`config.mk`:
```
export PLATFORM = sky130hd
export DESIGN_NAME = dl_delay_line
export DESIGN_NICKNAME = d
export VERILOG_FILES = /design/src/rtl/dl_pkg.sv /design/src/rtl/dl_sched.sv /design/src/rtl/dl_lane.sv /design/src/rtl/dl_delay_line.sv
export SDC_FILE = /design/constraint.sdc
export NUM_CORES = 1
export LEC_CHECK = 0
export BUFFER_PORTS_ARGS = -buffer_cell sky130_fd_sc_hd__buf_2
export CAP_MARGIN = 40
export CORE_MARGIN = 2
export CORE_UTILIZATION = 50
export CTS_CLUSTER_SIZE = 25
export DETAILED_ROUTE_END_ITERATION = 8
export PLACE_DENSITY = 0.85
export SLEW_MARGIN = 5
export SYNTH_ARGS = -nofsm -noshare
export SYNTH_HDL_FRONTEND = slang
export SYNTH_SLANG_ARGS = --single-unit
```
`constraint.sdc`:
```
create_clock -name clk -period 3.1 [get_ports clk]
set_input_delay 0.62 -clock clk [delete_from_list [all_inputs] [get_ports clk]]
set_output_delay 0.62 -clock clk [all_outputs]
set_load 0.02 [all_outputs]
```
`src/rtl/dl_pkg.sv`:
```
package dl_pkg;
    // Position inside the repeating four-cycle schedule
    typedef enum logic [1:0] {SL_0, SL_1, SL_2, SL_3} slot_e;
    // Fill state of the line
    typedef enum logic {MD_FILL, MD_STREAM} mode_e;
    // Shortest length the read/write schedule can serve
    localparam int unsigned DL_MIN_LEN = 8;
endpackage

```
`src/rtl/dl_sched.sv`:
```
module dl_sched
    import dl_pkg::*;
#(
    parameter int AW = 6,
    localparam int LW = AW + 3
) (
    input  logic          clk,
    input  logic          rst_n,
    input  logic          restart,
    input  logic [LW-1:0] dly,
    output slot_e         slot,
    output logic [AW-1:0] grp,
    output logic          out_vld
);
    mode_e         mode_q, mode_n;
    slot_e         slot_q, slot_n;
    logic [AW-1:0] grp_q, grp_n;
    logic [LW-1:0] cnt_q, cnt_n;

    // state register
    always_ff @(posedge clk or negedge rst_n) begin
        if (!rst_n) begin
            mode_q <= MD_FILL;
            slot_q <= SL_0;
            grp_q  <= '0;
            cnt_q  <= '0;
        end else if (restart) begin
            mode_q <= MD_FILL;
            slot_q <= SL_0;
            grp_q  <= '0;
            cnt_q  <= '0;
        end else begin
            mode_q <= mode_n;
            slot_q <= slot_n;
            grp_q  <= grp_n;
            cnt_q  <= cnt_n;
        end
    end

    // transitions and outputs
    always_comb begin
        slot_n = slot_q;
        grp_n  = grp_q;
        unique case (slot_q)
            SL_0: slot_n = SL_1;
            SL_1: slot_n = SL_2;
            SL_2: slot_n = SL_3;
            SL_3: begin
                slot_n = SL_0;
                grp_n  = grp_q + AW'(1);
            end
        endcase

        mode_n = mode_q;
        cnt_n  = cnt_q;
        unique case (mode_q)
            MD_FILL: begin
                cnt_n = cnt_q + LW'(1);
                if (cnt_q == dly - LW'(1)) mode_n = MD_STREAM;
            end
            MD_STREAM: mode_n = MD_STREAM;
        endcase

        slot    = slot_q;
        grp     = grp_q;
        out_vld = (mode_q == MD_STREAM);
    end
endmodule

```
`src/rtl/dl_lane.sv`:
```
module dl_lane
    import dl_pkg::*;
#(
    parameter int PW   = 8,
    parameter int AW   = 6,
    parameter int LANE = 0
) (
    input  logic            clk,
    input  logic            rst_n,
    input  logic            restart,
    input  slot_e           slot,
    input  logic [AW-1:0]   grp,
    input  logic [AW-1:0]   koff,
    input  logic [PW-1:0]   pix,
    output logic [AW-1:0]   m_addr,
    output logic            m_we,
    output logic            m_re,
    output logic [2*PW-1:0] m_wdata,
    input  logic [2*PW-1:0] m_rdata,
    output logic [2*PW-1:0] rd_word
);
    localparam logic [1:0] SHIFT = 2'(2 * LANE);

    logic [1:0]    rel_raw;
    slot_e         rel;
    logic [PW-1:0] lo_q, hi_q;
    logic [AW-1:0] pgrp_q;
    logic          pvld_q;
    logic          wdone_q;

    assign rel_raw = slot - SHIFT;
    assign rel     = slot_e'(rel_raw);

    // pair capture, read word capture
    always_ff @(posedge clk or negedge rst_n) begin
        if (!rst_n) begin
            lo_q    <= '0;
            hi_q    <= '0;
            pgrp_q  <= '0;
            pvld_q  <= 1'b0;
            wdone_q <= 1'b0;
            rd_word <= '0;
        end else if (restart) begin
            pvld_q  <= 1'b0;
            wdone_q <= 1'b0;
        end else begin
            unique case (rel)
                SL_0: lo_q <= pix;
                SL_1: begin
                    hi_q    <= pix;
                    pgrp_q  <= grp;
                    pvld_q  <= 1'b1;
                    rd_word <= m_rdata;
                end
                SL_2: if (pvld_q) wdone_q <= 1'b1;
                SL_3: ;
            endcase
        end
    end

    // memory port outputs
    always_comb begin
        m_we    = 1'b0;
        m_re    = 1'b0;
        m_addr  = pgrp_q;
        m_wdata = {hi_q, lo_q};
        unique case (rel)
            SL_0: begin
                m_re   = wdone_q;
                m_addr = grp - koff;
            end
            SL_2: m_we = pvld_q;
            SL_1, SL_3: ;
        endcase
    end
endmodule

```
`src/rtl/dl_delay_line.sv`:
```
module dl_delay_line
    import dl_pkg::*;
#(
    parameter int AW      = 6,
    parameter int PW      = 8,
    parameter int RST_DLY = 8,
    localparam int LW = AW + 3
) (
    input  logic            clk,
    input  logic            rst_n,
    input  logic [PW-1:0]   pix_in,
    input  logic            cfg_load,
    input  logic [LW-1:0]   cfg_len,
    output logic [PW-1:0]   pix_out,
    output logic            pix_out_vld,
    output logic [AW-1:0]   a_addr,
    output logic            a_we,
    output logic            a_re,
    output logic [2*PW-1:0] a_wdata,
    input  logic [2*PW-1:0] a_rdata,
    output logic [AW-1:0]   b_addr,
    output logic            b_we,
    output logic            b_re,
    output logic [2*PW-1:0] b_wdata,
    input  logic [2*PW-1:0] b_rdata
);
    localparam logic [LW-1:0] MIN_L = LW'(DL_MIN_LEN);
    localparam logic [LW-1:0] MAX_L = LW'(4 * (2 ** AW));

    logic [LW-1:0]   dly_q;
    logic            legal, restart;
    logic [AW-1:0]   koff;
    slot_e           slot;
    logic [AW-1:0]   grp;
    logic [AW-1:0]   addr_v  [2];
    logic            we_v    [2];
    logic            re_v    [2];
    logic [2*PW-1:0] wdata_v [2];
    logic [2*PW-1:0] rdata_v [2];
    logic [2*PW-1:0] word_v  [2];

    assign legal   = (cfg_len[1:0] == 2'b00) && (cfg_len >= MIN_L) && (cfg_len <= MAX_L);
    assign restart = cfg_load && legal;
    assign koff    = dly_q[AW+1:2] - AW'(1);

    always_ff @(posedge clk or negedge rst_n) begin
        if (!rst_n)       dly_q <= LW'(RST_DLY);
        else if (restart) dly_q <= cfg_len;
    end

    dl_sched #(.AW(AW)) u_sched (
        .clk(clk), .rst_n(rst_n), .restart(restart), .dly(dly_q),
        .slot(slot), .grp(grp), .out_vld(pix_out_vld)
    );

    assign rdata_v[0] = a_rdata;
    assign rdata_v[1] = b_rdata;

    for (genvar L = 0; L < 2; L++) begin : g_lane
        dl_lane #(.PW(PW), .AW(AW), .LANE(L)) u_lane (
            .clk(clk), .rst_n(rst_n), .restart(restart), .slot(slot),
            .grp(grp), .koff(koff), .pix(pix_in),
            .m_addr(addr_v[L]), .m_we(we_v[L]), .m_re(re_v[L]),
            .m_wdata(wdata_v[L]), .m_rdata(rdata_v[L]), .rd_word(word_v[L])
        );
    end

    assign a_addr  = addr_v[0];
    assign a_we    = we_v[0];
    assign a_re    = re_v[0];
    assign a_wdata = wdata_v[0];
    assign b_addr  = addr_v[1];
    assign b_we    = we_v[1];
    assign b_re    = re_v[1];
    assign b_wdata = wdata_v[1];

    // byte release in stream order
    always_comb begin
        unique case (slot)
            SL_0: pix_out = word_v[0][PW-1:0];
            SL_1: pix_out = word_v[0][2*PW-1:PW];
            SL_2: pix_out = word_v[1][PW-1:0];
            SL_3: pix_out = word_v[1][2*PW-1:PW];
        endcase
    end
endmodule

```
Word level (Yosys, flattened, before mapping)
Cells that the tools add are included.
W data, S select, Z words.
{ "totals": {"regBits": 107, "latchBits": 0, "ram_bits": 0, "romBits": 0, "wordCells": 79, "memories": 0} }
{ "classes": {"n_addsub": 6, "n_mul": 0, "n_div": 0, "magnitude_cmp": 2, "n_eq_ne": 7, "shifts": 0, "n_mux": 26, "n_bitwise": 2, "reduce_logical": 19} }
{ "op_table": {"columns": ["op", "n"], "rows": [
  ["$pmux W8 S4", 1],
  ["$mux W6", 4],
  ["$mux W9", 2],
  ["$mux W1", 16],
  ["$reduce_bool A2 Y1", 7],
  ["$reduce_and A2 Y1", 6],
  ["$add A9 B1 Y9 const B", 1],
  ["$eq A9 B9 Y1", 1],
  ["$ge A9 B4 Y1 const B", 1],
  ["$le A9 B9 Y1 const B", 1],
  ["$sub A9 B1 Y9 const B", 1],
  ["$pmux W2 S4", 1],
  ["$add A6 B1 Y6 const B", 1],
  ["$eq A2 B2 Y1 const B", 3],
  ["$logic_not A2 Y1", 3],
  ["$sub A6 B1 Y6 const B", 1],
  ["$sub A6 B6 Y6", 1],
  ["$eq A2 B1 Y1 const B", 2],
  ["$logic_and A1 B1 Y1", 3],
  ["$mux W2", 1],
  ["$ne A2 B1 Y1 const B", 1],
  ["$not A1 Y1", 2],
  ["$pmux W1 S2", 1],
  ["$sub A2 B2 Y2 const B", 1]
]} }

Longest topological paths before layout
{ "logic_depth": {"word_depth": 6, "depth_mapped": 11, "ltp_nobuf": 11} }

Hierarchy
From an unflattened synthesis, not the netlist that was laid out.
{ "hier_totals": {"hier_cells": 442, "hier_area_um2": 5387.7} }
{ "modules_own_cells": {"columns": ["mod", "instances", "cells_per_inst", "area_each_um2", "seq_area_each_um2"], "rows": [
  ["dl_lane at g_lane[0].u_lane", 1, 134, 1798.0, 1001.0],
  ["dl_lane at g_lane[1].u_lane", 1, 134, 1796.7, 1001.0],
  ["dl_sched", 1, 123, 1133.6, 450.4],
  ["dl_delay_line", 1, 51, 659.4, 226.5]
]} }

Least setup slack after synthesis
Ideal clock, no wire load.
{ "synth_path": {"kind": "flip-flop to output port", "from": "register dly_q[3]", "to": "output a_addr[5]", "arrival_ps": 2133, "t_required_ps": 2480, "path_slack_ps": 347, "stages_incl_launch_ff": 11, "path_buffers": 0, "path_cell_list": "dfstp_2 ha_1 inv_1 ha_1 inv_1 fa_1 inv_1 a21o_1 a21oi_1 xnor2_1 a21oi_1"} }
{ "synth_via": {"elab_chain_len": 3} }
{ "synth_rtl": {"columns": ["element", "line", "text"], "rows": [
  ["start: declaration", "dl_delay_line.sv:30", "logic [LW-1:0] dly_q;"],
  ["start signal: assignment", "dl_delay_line.sv:47", "if (!rst_n) dly_q <= LW'(RST_DLY);"],
  ["start signal: assignment", "dl_delay_line.sv:48", "else if (restart) dly_q <= cfg_len;"],
  ["$sub A6 B1 Y6", "dl_delay_line.sv:44", "assign koff = dly_q[AW+1:2] - AW'(1);"],
  ["$sub A6 B6 Y6", "dl_lane.sv:70", "m_addr = grp - koff;"],
  ["$mux W6", "dl_lane.sv:67", "unique case (rel)"],
  ["end: declaration", "dl_delay_line.sv:16", "output logic [AW-1:0] a_addr,"]
]} }
No other way between the ends.

Final worst setup path
{ "layout_path": {"from": "register dly_q[3]", "to": "output b_addr[5]"} }
{ "layout_via": {"elab_chain_len": 3} }
{ "layout_rtl": {"columns": ["element", "line", "text"], "rows": [
  ["$sub A6 B1 Y6", "dl_delay_line.sv:44", null],
  ["$sub A6 B6 Y6", "dl_lane.sv:70", null],
  ["$mux W6", "dl_lane.sv:67", null],
  ["end: declaration", "dl_delay_line.sv:21", "output logic [AW-1:0] b_addr,"]
]} }
No other way between the ends.

==> impl_metrics.toml <==
[critical_path]
worst_r2r_endpoint = "g_lane[1].u_lane.lo_q[0]$_DFFE_PN0P_"
r2r_cells = 5
timing.rr.start = "u_sched.slot[0]$_DFF_PN0_"
end_kind = "output pin"
critPathKind = "flop to output pin"
crit_required_ns = 2.48
r2r_setup_slack_ns = 0.92
critPathLaunchType = "flop"
crit_arrival_ns = 2.49
crit_fanout = 2

[run_status]
outcome = "finished with violations"
violations = "setup timing"

[floorplanning]
rows = 36
io_pins = 109
initial_core_util_pct = 51.7
die_area_um2 = 11000
die_w_um = 105
die-height_um = 105
core_area_um2 = 9820

[clocking]
cts_tree = "yes"
clk_pin_slew_ns = 0.11
cts_made_buffers = 9
cts_root_buf = "clkbuf_8"
clk_latency_ns = 0.37
htree_levels = 3
cts_num_sinks = 107
clk_path_buf_depth = 2

[place]
dpl.hpwl_um = 8070
placed_area_um2 = 5780
portBuffers = 108
dp_cells = 636
gp_congestion = 0.849

[sta]
report.final.slew_viol_count = 0
hold_violations = 0
relSlewSlack_pct = 38.4
finalCritPeriodShare_pct = 100
tns_ns = -0.0103
max_freq_mhz = 322
rsz0062_at_grt = "yes"
setup_viol = 2
finalCriticalPeriod_ns = 3.11
layout_setup_ws_ns = -0.00948
worst_pin_slew_ns = 0.924
fin_skew_ns = 0.0189

[power]
pwr-share-comb_pct = 52.6
power.density_nw_per_um2 = 1170
seq_power_share_pct = 34.5
power.switching_mw = 2.93
clkPwrFrac_pct = 13.0
peakVddDrop_mv = 0.716
p_leak_nw = 2.88
swShare_pct = 41.0
intPower_mw = 4.21

[global_routing]
grt_pass1_vias = 3716
grt_antenna_before_repair = 0
grt_overflow = 0
grt_util_all_layers_pct = 21.0
grt_max_degree = 56
grt_pass1_wl_um = 18300

[synth]
synth_area_leaders = "dfrtp_1, mux2_2, ha_1"
yosysSeqAreaShare_pct = 52.7
synth_cells = 406
synth_nets = 476
synth-compound-area-share_pct = 4.75
synth_top_family_by_area = "multiplexers"
ys.warnings.count = 0
synth_top_cell_area_share_pct = 52.2
synthSimpleGateAreaFrac_pct = 7.41
avgSynthCellArea_um2 = 12.5
ys_types = 43
synth_area_um2 = 5080
synth_edf_count = 0
synthAdderAreaFrac_pct = 4.58
synth_ff_type = "dfrtp_1"
ys_ff_latch = 107
yosysMostFrequentCell = "dfrtp_1"
synthXorXnorAreaFrac_pct = 4.83
synthMuxAreaShare_pct = 21.4
async_reset_ff_share_pct = 100
synthTopCellsByCount = "dfrtp_1, mux2_2, nor2_1"
yosysTopAreaCell = "dfrtp_1"

[route]
wire_per_inst_um = 17.1
drt_iter0_drc = 164
num_vias = 3496
drc = 0
viasPerCell = 5.32
wl_um = 11300
ant_nets = 0
drtPass1Iterations = 5

[hold_path]
min_path_type = "primary input to asynchronous set/reset pin"

[run]
max_cap_viol_count = 0

[finish]
final_nets = 589
design_area_um2 = 6100
seq_area_um2 = 2680
area_growth_pct = 20.0
multi_input_area_um2 = 2240
diodes = 0
drive_gt1_share_pct = 45.2
final_cells = 657
fill_cells = 777
[per-layer routing]
metal | GRT usage, % | up-vias | wire length [um]
met4 | 5.81 | 0 | 140
met1 | 25.4 | 1761 | 4540
met2 | 37.4 | 92 | 6050
li1 | - | 1629 | -
met3 | 5.12 | 14 | 528
met5 | 0 | - | 0
[registers in the layout, indices dropped and copies added (netlist names)]
register and flops:
g_lane.u_lane.rd_word 32, g_lane.u_lane.pgrp_q 12, g_lane.u_lane.hi_q 16, u_sched.slot 2
u_sched.out_vld 1, dly_q 9, g_lane.u_lane.wdone_q 2, u_sched.cnt_q 9
g_lane.u_lane.pvld_q 2, g_lane.u_lane.lo_q 16, u_sched.grp 6
[critical path, stage by stage, from the launching register on]
cell,delay (ns)
dfstp_2,0.56
ha_4,0.20
inv_2,0.06
ha_4,0.12
inv_2,0.04
fa_2,0.37
inv_2,0.06
a21o_1,0.12
a21oi_2,0.07
xnor2_2,0.25
a21oi_2,0.08
buf_4,0.18
[area by class of cell]
class	instances	share of cell area [%]
flip-flops and latches	107	44.0
multi-input cells	254	36.7
repair buffers	123	11.5
well taps	133	2.73
clock buffers	11	2.48
inverters	24	1.48
clock inverters	5	1.11
[power by group through the flow]
stage,clock network (mW),logic (mW),registers [mW]
6_report,0.925,3.75,2.46
5_1_grt,1.00,4.02,2.54
4_1_cts,0.945,3.72,2.46
3_5_place_dp,0,3.61,2.48
3_3_place_gp,0,3.48,2.43
2_1_floorplan,0,2.32,2.63
[cell families after synthesis]
family / count (synthesis)
mux: 98
flops: 107
buf+inv: 45
fa+ha+maj: 18
simple gates: 77
xor+xnor: 28
compound gates: 33
[how the worst max path moves through the flow]
stage	startpoint	end	cells past startpoint
finish	dly_q[3]$_DFFE_PN1N_	b_addr[5]	11
global route	dly_q[3]$_DFFE_PN1N_	b_addr[5]	11
CTS	dly_q[3]$_DFFE_PN1N_	b_addr[5]	11
detailed placement	dly_q[3]$_DFFE_PN1N_	b_addr[5]	11
global placement	dly_q[3]$_DFFE_PN1N_	b_addr[5]	11
floorplan	dly_q[3]$_DFFE_PN1N_	a_addr[5]	10
[repair_timing]
| action | 4_1_cts | 5_1_grt |
|---|---|---|
| hold buffers | 0 | 0 |
| gates resized for setup | 12 | 4 |
| pin swaps | 8 | 3 |
| endpoints found under the setup margin | 4 | 4 |
| setup buffers | 2 | 3 |
[cells in the final DEF, fill, tap and decap left out, drive strengths merged, types with 2 or more instances in the layout]
cell	netlist	routed
a21o	3	3
a21oi	7	7
a222oi	8	8
and2	4	4
and3	2	2
buf	10	123
clkbuf	11	11
clkinv	0	2
dfrtp	106	106
ha	17	17
inv	24	26
mux2	86	86
mux2i	12	12
nand2	12	12
nand3	3	3
nand4	5	5
nor2	34	34
nor2b	6	6
nor3	2	2
nor3b	2	2
o21ai	6	6
o31ai	2	2
xnor2	16	16
xor2	12	12
[stage by stage]
stage	utilization (%)	setup slack, ns	power [mW]	hold WS (ns)
2_1_floorplan	-	0.347	4.95	0.324
3_3_place_gp	58.9	0.211	5.92	0.468
3_5_place_dp	58.9	0.127	6.09	0.477
4_1_cts	61.7	-0.0130	7.12	0.313
5_1_grt	62.1	-0.0818	7.57	0.337
6_report	62.1	-0.00948	7.14	0.294
No activity file was read; power rests on OpenSTA's default activity.
